--- config.mk ---
export PLATFORM = sky130hd
export DESIGN_NAME = kpd_scan_top
export DESIGN_NICKNAME = d
export VERILOG_FILES = /design/src/rtl/kpd_pkg.sv /design/src/rtl/kpd_row_seq.sv /design/src/rtl/kpd_frame_acc.sv /design/src/rtl/kpd_single_enc.sv /design/src/rtl/kpd_scan_top.sv
export SDC_FILE = /design/constraint.sdc
export NUM_CORES = 1
export LEC_CHECK = 0
export ABC_CLOCK_PERIOD_IN_PS = 25500
export BUFFER_PORTS_ARGS = -buffer_cell sky130_fd_sc_hd__buf_2
export CORE_ASPECT_RATIO = 0.8
export CORE_MARGIN = 1.5
export CORE_UTILIZATION = 35
export CTS_CLUSTER_DIAMETER = 40
export DETAILED_ROUTE_END_ITERATION = 6
export RECOVER_POWER = 25
export SYNTH_ARGS = -nofsm -noshare
export SYNTH_HDL_FRONTEND = slang
export SYNTH_SLANG_ARGS = --single-unit
--- constraint.sdc ---
create_clock -name clk -period 25.5 [get_ports clk]
set_input_delay 5.1 -clock clk [delete_from_list [all_inputs] [get_ports clk]]
set_output_delay 5.1 -clock clk [all_outputs]
set_load 0.05 [all_outputs]
--- src/rtl/kpd_pkg.sv ---
package kpd_pkg;

  // bit position of the switch at row r, column c
  function automatic int key_pos(input int r, input int c, input int ncols);
    return r * ncols + c;
  endfunction

  // row visited after row r in a scan of n rows
  function automatic int next_row(input int r, input int n);
    return (r >= n - 1) ? 0 : r + 1;
  endfunction

endpackage

--- src/rtl/kpd_row_seq.sv ---
module kpd_row_seq
  import kpd_pkg::*;
#(
  parameter int ROWS  = 6,
  parameter int DWELL = 32
) (
  input  logic                                 clk,
  input  logic                                 rst,
  input  logic                                 tick_en,
  output logic [((ROWS > 1) ? $clog2(ROWS) : 1)-1:0] row_idx,
  output logic                                 samp_ev,
  output logic                                 last_ev
);
  localparam int RW = (ROWS > 1) ? $clog2(ROWS) : 1;
  localparam int DW = $clog2(DWELL + 1);

  logic [DW-1:0] dwell_cnt;
  logic          dwell_end;

  assign dwell_end = tick_en && (dwell_cnt == DW'(DWELL - 1));
  assign samp_ev   = dwell_end;
  assign last_ev   = dwell_end && (row_idx == RW'(ROWS - 1));

  always_ff @(posedge clk) begin
    if (rst) begin
      dwell_cnt <= '0;
      row_idx   <= '0;
    end else if (tick_en) begin
      if (dwell_end) begin
        dwell_cnt <= '0;
        row_idx   <= RW'(next_row(int'(row_idx), ROWS));
      end else begin
        dwell_cnt <= dwell_cnt + 1'b1;
      end
    end
  end


  row_moves_chk: assert property (@(posedge clk) disable iff (rst)
    samp_ev |=> row_idx != $past(row_idx));


  row_range_chk: assert property (@(posedge clk) disable iff (rst)
    int'(row_idx) < ROWS);


  no_tick_hold_chk: assert property (@(posedge clk) disable iff (rst)
    !tick_en |=> $stable(row_idx) && $stable(dwell_cnt));

endmodule

--- src/rtl/kpd_frame_acc.sv ---
module kpd_frame_acc
  import kpd_pkg::*;
#(
  parameter int ROWS = 6,
  parameter int COLS = 6
) (
  input  logic                                 clk,
  input  logic                                 rst,
  input  logic                                 samp_ev,
  input  logic [((ROWS > 1) ? $clog2(ROWS) : 1)-1:0] row_idx,
  input  logic [COLS-1:0]                      col_n,
  output logic [ROWS*COLS-1:0]                 frame_next
);
  localparam int RW   = (ROWS > 1) ? $clog2(ROWS) : 1;
  localparam int KEYS = ROWS * COLS;

  logic [KEYS-1:0] acc;

  // current row's slice replaced by the live column levels
  always_comb begin
    frame_next = acc;
    for (int r = 0; r < ROWS; r++) begin
      if (row_idx == RW'(r)) frame_next[key_pos(r, 0, COLS) +: COLS] = col_n;
    end
  end

  always_ff @(posedge clk) begin
    if (rst)          acc <= '1;
    else if (samp_ev) acc <= frame_next;
  end


  acc_load_chk: assert property (@(posedge clk) disable iff (rst)
    samp_ev |=> acc == $past(frame_next));


  acc_hold_chk: assert property (@(posedge clk) disable iff (rst)
    !samp_ev |=> $stable(acc));

endmodule

--- src/rtl/kpd_single_enc.sv ---
module kpd_single_enc #(
  parameter int KEYS = 36
) (
  input  logic [KEYS-1:0]         map_n,
  output logic                    single,
  output logic [$clog2(KEYS)-1:0] idx
);
  localparam int IW = $clog2(KEYS);

  function automatic int count_low(input logic [KEYS-1:0] v);
    int n = 0;
    for (int i = 0; i < KEYS; i++) if (!v[i]) n++;
    return n;
  endfunction

  function automatic int low_pos(input logic [KEYS-1:0] v);
    int p = 0;
    for (int i = 0; i < KEYS; i++) if (!v[i]) p = i;
    return p;
  endfunction

  always_comb begin
    single = (count_low(map_n) == 1);
    idx    = single ? IW'(low_pos(map_n)) : '0;
  end


  always_comb begin
    single_bit_chk: assert (!single || !map_n[idx]);
  end

endmodule

--- src/rtl/kpd_scan_top.sv ---
module kpd_scan_top
  import kpd_pkg::*;
#(
  parameter int ROWS  = 6,
  parameter int COLS  = 6,
  parameter int DWELL = 32
) (
  input  logic                           clk,
  input  logic                           rst,
  input  logic                           tick_en,
  input  logic [COLS-1:0]                col_n,
  output logic [ROWS-1:0]                row_n,
  output logic [ROWS*COLS-1:0]           key_map_n,
  output logic                           frame_vld,
  output logic                           one_key,
  output logic [$clog2(ROWS*COLS)-1:0]   key_idx
);
  localparam int RW   = (ROWS > 1) ? $clog2(ROWS) : 1;
  localparam int KEYS = ROWS * COLS;
  localparam int IW   = $clog2(KEYS);

  logic [RW-1:0]   row_idx;
  logic            samp_ev;
  logic            frame_done;
  logic [KEYS-1:0] frame_next;
  logic            enc_single;
  logic [IW-1:0]   enc_idx;

  kpd_row_seq #(.ROWS(ROWS), .DWELL(DWELL)) u_seq (
    .clk(clk), .rst(rst), .tick_en(tick_en),
    .row_idx(row_idx), .samp_ev(samp_ev), .last_ev(frame_done)
  );

  kpd_frame_acc #(.ROWS(ROWS), .COLS(COLS)) u_acc (
    .clk(clk), .rst(rst), .samp_ev(samp_ev), .row_idx(row_idx),
    .col_n(col_n), .frame_next(frame_next)
  );

  kpd_single_enc #(.KEYS(KEYS)) u_enc (
    .map_n(frame_next), .single(enc_single), .idx(enc_idx)
  );

  for (genvar r = 0; r < ROWS; r++) begin : g_row
    assign row_n[r] = (row_idx != RW'(r));
  end

  always_ff @(posedge clk) begin
    if (rst) begin
      key_map_n <= '1;
      frame_vld <= 1'b0;
      one_key   <= 1'b0;
      key_idx   <= '0;
    end else begin
      frame_vld <= frame_done;
      if (frame_done) begin
        key_map_n <= frame_next;
        one_key   <= enc_single;
        key_idx   <= enc_idx;
      end
    end
  end


  one_row_chk: assert property (@(posedge clk) disable iff (rst)
    $countones(~row_n) == 1);


  vld_pulse_chk: assert property (@(posedge clk) disable iff (rst)
    frame_vld |=> !frame_vld);


  map_hold_chk: assert property (@(posedge clk) disable iff (rst)
    !frame_vld |-> $stable(key_map_n) && $stable(one_key) && $stable(key_idx));


  idx_zero_chk: assert property (@(posedge clk) disable iff (rst)
    !one_key |-> key_idx == '0);


  flag_match_chk: assert property (@(posedge clk) disable iff (rst)
    one_key |-> !key_map_n[key_idx]);

endmodule

Word-level counts from Yosys, hierarchy flattened
Index checks and enable logic that the tools add are counted.
- flip-flop bits (word level): 89
- input bits: 9
- word-level logic and storage cells: 142
- output and inout bits: 50
- mux-type cells: 80
- $lt $le $gt $ge: 1
- add/sub/neg operators: 37
- reduce and logical (&&, ||, !) cells: 5
- equality and inequality tests: 12
- operator list (operator ; number):
    32-bit 2-to-1 mux ; 35
    32-bit by 2-bit adder with 32-bit output (second input constant) ; 34
    5-bit 2-to-1 mux ; 16
    6-bit 2-to-1 mux ; 12
    32-bit by 2-bit == test with 1-bit output (second input constant) ; 1
    4-bit 2-to-1 mux ; 8
    3-bit 2-to-1 mux ; 5
    6-bit by 1-bit adder with 6-bit output (second input constant) ; 1
    3-bit by 2-bit == test with 1-bit output (second input constant) ; 2
    3-bit == test (second input constant) ; 2
    6-bit by 5-bit == test with 1-bit output (second input constant) ; 1
    3-bit by 2-bit inequality test with 1-bit output (second input constant) ; 2
    3-bit inequality test (second input constant) ; 2
    2-bit 2-to-1 mux ; 2
    3-bit by 1-bit adder with 3-bit output (second input constant) ; 1
    3-bit by 1-bit == test with 1-bit output (second input constant) ; 1
    3-bit >= comparator (second input constant) ; 1
    3-bit logical NOT ; 1
    3-bit by 1-bit inequality test with 1-bit output (second input constant) ; 1
    3-bit nonzero test ; 1
    1-bit by 1-bit adder with 2-bit output (second input constant) ; 1
    1-bit logical AND ; 2
    1-bit 2-to-1 mux ; 2
    2-bit AND reduction ; 1

Depth between registers and ports, before layout
- depth in word-level cells: 75
- depth in mapped cells: 121

By module
From an unflattened synthesis, not the netlist that was laid out.
- cell total of the unflattened synthesis: 1336
- area total of the unflattened synthesis: 11272.1 µm²
- by module, submodules not included (module ; cells each ; area each (µm²) ; times used):
    kpd_single_enc ; 958 ; 7280.7 ; 1
    kpd_frame_acc ; 175 ; 1860.5 ; 1
    kpd_scan_top ; 151 ; 1654.1 ; 1
    kpd_row_seq ; 52 ; 476.7 ; 1

Worst setup path after synthesis
Ideal clock, no wire load.
- path type: input to register
- start point: input col_n[1]
- end point: register key_idx[0]
- stages on the path: 114
- path buffers: 1
- required time: 25404 ps
- slack: -497 ps
- data arrival time: 25902 ps
- setup time: 96 ps
- cells stage by stage: clkbuf_1 -> mux2i_1 -> ha_1 -> xnor2_2 -> inv_2 -> ha_1 -> o211ai_1 -> nand2_1 -> ha_1 -> mux2_2 -> ha_1 -> o22ai_1 -> a21oi_1 -> ha_1 -> nand2_1 -> nand2_1 -> ha_1 -> nor2_1 -> [... 78 more ...] -> nand2_1 -> nand2_1 -> ha_1 -> mux2_2 -> ha_1 -> nand2_1 -> nand2_1 -> ha_1 -> mux2i_1 -> inv_1 -> ha_1 -> o21ai_0 -> a21oi_1 -> nor3_1 -> nand3_1 -> nor2_1 -> o221ai_2 -> o41ai_2
- word-level cells in the longest chain between the ends: 72
- elaborated cells between the ends (all ways): 112
- classes of those cells: add/sub: 34; eq/ne: 1; mux: 77
- ends and longest elaborated chain (what ; RTL line ; RTL):
    start: declaration ; kpd_scan_top.sv:11 ; input logic [COLS-1:0] col_n,
    6-bit 2-to-1 mux ; kpd_frame_acc.sv:23 ; if (row_idx == RW'(r)) frame_next[key_pos(r, 0, COLS) +: COLS] = col_n;
    32-bit 2-to-1 mux ; kpd_single_enc.sv:12 ; for (int i = 0; i < KEYS; i++) if (!v[i]) n++;
    32-bit by 2-bit adder with 32-bit output ; kpd_single_enc.sv:12 ;
    32-bit 2-to-1 mux ; kpd_single_enc.sv:12 ;
    32-bit by 2-bit adder with 32-bit output ; kpd_single_enc.sv:12 ;
    32-bit 2-to-1 mux ; kpd_single_enc.sv:12 ;
    32-bit by 2-bit adder with 32-bit output ; kpd_single_enc.sv:12 ;
    32-bit 2-to-1 mux ; kpd_single_enc.sv:12 ;
    [... 56 more ...] ; n/a ;
    32-bit by 2-bit adder with 32-bit output ; kpd_single_enc.sv:12 ;
    32-bit 2-to-1 mux ; kpd_single_enc.sv:12 ;
    32-bit by 2-bit adder with 32-bit output ; kpd_single_enc.sv:12 ;
    32-bit 2-to-1 mux ; kpd_single_enc.sv:12 ;
    32-bit by 2-bit adder with 32-bit output ; kpd_single_enc.sv:12 ;
    32-bit 2-to-1 mux ; kpd_single_enc.sv:12 ;
    32-bit by 2-bit == test with 1-bit output ; kpd_single_enc.sv:23 ; single = (count_low(map_n) == 1);
    6-bit 2-to-1 mux * ; kpd_single_enc.sv:24 ; idx = single ? IW'(low_pos(map_n)) : '0;
    end signal: assignment ; kpd_scan_top.sv:58 ; key_idx <= enc_idx;
    end: declaration ; kpd_scan_top.sv:16 ; output logic [$clog2(ROWS*COLS)-1:0] key_idx
Every way passes the cells marked *; elsewhere a longest branch is shown, timed or not.
A chain may end at the register's enable or synchronous reset.

Final worst setup path
- start point: input col_n[1]
- end point: register key_idx[1]
The elaborated chain is that of the path after synthesis.

==> flow_summary_export.csv <==
group,metric,value,unit
yosys,async_reset_ff_share,0,%
routing,routed_wirelength,32.7,mm
clock_tree,cts_root_buf,"clkbuf_16",
critical_path,crit_required,25.76,ns
yosys,synth_area,0.0112,mm2
yosys,ys_types,112,
yosys,postSynthAreaPerCell,7.93,um2
routing,antenna_left,0,
placed_design,place_hpwl,24.8,mm
yosys,synth-edff-count,0,
clock_tree,cts_tree,"yes",
cells_and_area,diodes,0,
critical_path,cpMaxStageDelayCell,"ha_1",
floorplan,die_h,163,um
pwr,total_leakage_power,0.00528,uW
critical_path,crit_fanout,4,
clock_tree,clk_pin_slew,0.07,ns
timing,min_period,24.72,ns
critical_path,crit_top_cell,"ha_1",
routing,wl_per_cell,17.0,um
critical_path,cp_data_arrival_time,24.98,ns
timing,tightest_slew,1.12,ns
timing,clock.fmax,40.5,MHz
pwr,power.share.sequential,23.3,%
yosys,synth_nets,1461,
routing,drc,0,
job,maxCapViolations,0,
yosys,synth-seq-cells,89,
timing,relSlewSlack,25.5,%
timing,finalClockSkew,0.0166,ns
timing,finalSetupViolations,0,
cells_and_area,final_nets,1552,
pwr,switching_share,39.3,%
worst_hold_path,hp-class,"flip-flop to flip-flop",
clock_tree,insertion_delay,0.37,ns
critical_path,max_stage_delay,0.36,ns
critical_path,crit_path_end_kind,"flip-flop",
yosys,synthFlopType,"dfxtp_1",
cells_and_area,drive_above_1_share,19.0,%
routing,vias_per_cell,5.49,
timing,finalCritPeriodShare,96.9,%
routing,vias,10600,
routing,first_pass_iters,6,
cells_and_area,nFillCells,3212,
clock_tree,cts_sinks,89,
grt,antenna_found_initial,0,
critical_path,path_class,"input port to flip-flop",
timing,rsz0062_at_grt,"yes",
status,status,"complete, no violations",
yosys,netlist.area_leader.share,15.9,%
grt,grt_overflow,0,
timing,hold_violations,0,
yosys,postSynthCellCount,1411,
floorplan,coreArea,0.0314,mm2
grt,grt_pass1_vias,9715,
yosys,seq_area_frac_synth,15.9,%
cells_and_area,syn_to_final_growth,16.9,%
grt,grt.total_usage,19.3,%
placed_design,portBuffers,58,
floorplan,core.rowCount,58,
yosys,yosysWarnings,0,
timing,slew_viol_final,0,
floorplan,dieWidth,203,um
routing,first_iter_violations,827,
pwr,powerDensity,45.7,mW/mm2
grt,grt_max_degree,86,
pwr,pwr-share-comb,51.5,%
timing,tns,0,ns
floorplan,initial_utilization,35.6,%
yosys,synth_most_common_cell,"nor2_1",
critical_path,cp-start-kind,"input port",
pwr,p_int,364,uW
pwr,p_sw,235,uW
grt,grt_pass1_wl,51.9,mm
pwr,total_power,599,uW
yosys,netlist.top_cell.by_area,"dfxtp_1",
floorplan,io_pins,59,
clock_tree,htree_levels,3,
clock_tree,clockBufferDepth,2,
placed_design,place_congestion,0.857,
yosys,synthTopCellsByArea,"dfxtp_1, xnor2_1, nor2_1",
floorplan,die_area,0.0331,mm2
yosys,netlist_top_cells_count,"nor2_1, nand2_1, xnor2_1",
pwr,ir_worst_vdd,38.4,uV
pwr,clockPowerShare,25.2,%
clock_tree,cts_buffers,9,
==> path summary, 6_finish.rpt <==
path / startpoint / end / depth (start not counted) / slack [ns]
worst max-delay path: col_n[1] / key_idx[1]$_SDFFE_PP0P_ / 115 / 0.78
worst min-delay path: key_map_n[31]$_SDFFE_PP1P_ / key_map_n[31]$_SDFFE_PP1P_ / 2 / 0.45
worst max register to register: u_seq.row_idx[0]$_SDFFE_PP0P_ / key_idx[1]$_SDFFE_PP0P_ / 117 / 4.07
worst min register to register: key_map_n[31]$_SDFFE_PP1P_ / key_map_n[31]$_SDFFE_PP1P_ / 2 / 0.45
==> layer usage <==
metal | vias to the layer above | wire (um) | track usage [%] | part of all wire, %
li1 | 5295 | - | - | -
met4 | 0 | 270 | 2.76 | 0.83
met1 | 5051 | 17000 | 28.9 | 52
met2 | 211 | 14000 | 29.4 | 43
met3 | 19 | 1390 | 2.84 | 4.3
met5 | - | 0 | 0 | 0
==> power groups by stage <==
stage               Combinational [uW]  Sequential [uW]  Clock, uW
CTS                                258              139        155
global route                       338              139        160
global placement                   252              143          0
detailed placement                 256              143          0
finish                             308              139        151
floorplan                          196              143          0
==> area by class of cell <==
| type | count | area (um2) | share of cell area (%) |
|---|---|---|---|
| Timing Repair Buffer | 137 | 852 | 6.51 |
| Tap cell | 420 | 526 | 4.02 |
| Clock inverter | 7 | 93.8 | 0.717 |
| Clock buffer | 9 | 225 | 1.72 |
| Multi-Input combinational cell | 1208 | 9390 | 71.8 |
| Inverter | 57 | 216 | 1.65 |
| Sequential cell | 89 | 1780 | 13.6 |
==> sequential cells by signal (all words and copies together) (netlist names) <==
register / flops
key_map_n: 36
u_acc.acc: 36
key_idx: 6
u_seq.dwell_cnt: 6
u_seq.row_idx: 3
frame_vld: 1
one_key: 1
==> cell usage in the layout (no fill, tap or decap), types with 14 or more instances in the layout <==
| cell type | n |
|---|---|
| mux2_2 | 14 |
| xor2_1 | 42 |
| buf_4 | 79 |
| dfxtp_1 | 89 |
| mux2i_1 | 50 |
| nand2b_1 | 20 |
| ha_1 | 27 |
| o21ai_0 | 41 |
| clkbuf_1 | 30 |
| a21oi_1 | 57 |
| nand2_1 | 149 |
| nand4_1 | 20 |
| ha_4 | 14 |
| buf_2 | 27 |
| nand3_1 | 45 |
| o211ai_1 | 25 |
| nor2_1 | 160 |
| xnor2_1 | 96 |
| nand3b_1 | 15 |
| nor3_1 | 28 |
| inv_1 | 51 |
| nor2b_1 | 15 |
| xnor3_1 | 18 |
| a211o_1 | 63 |
| xnor2_2 | 19 |
==> logic make-up after synthesis <==
| kind of cell | share of synthesized area [%] |
|---|---|
| simple gates | 24.0 |
| mux | 6.86 |
| buf+inv | 4.17 |
| compound gates | 23.9 |
| flops | 15.9 |
| xor+xnor | 20.5 |
| fa+ha+maj | 4.58 |
==> repair_timing <==
item / CTS / global route
endpoints found under the setup margin: 7 / 7
resized for setup: 2 / 75
pin swaps: 0 / 39
hold buffers: 0 / 0
buffers inserted: 0 / 21
gates cloned: 0 / 0
==> metrics by stage <==
step | worst slack (ns) | area (um2) | utilization, % | hold slack, ns | std cells
6_report | 0.783 | 13100 | 41.7 | 0.445 | 1927
3_3_place_gp | 0.264 | 12200 | 38.9 | 0.429 | 1890
2_1_floorplan | 0.00475 | 11200 | - | 0.422 | 1411
3_5_place_dp | -0.430 | 12200 | 38.9 | 0.433 | 1890
4_1_cts | 0.0319 | 12600 | 40.0 | 0.448 | 1906
5_1_grt | -0.337 | 13100 | 41.7 | 0.463 | 1927
==> worst max-delay path: cells and delay by family <==
kind            cells  cell delay [ns]
compound gates     32             4.97
xor+xnor            1             0.18
fa+ha+maj          34             9.03
buf+inv             8             0.78
mux                10             2.22
simple gates       30             2.67
(Power assumes the default switching activity.)
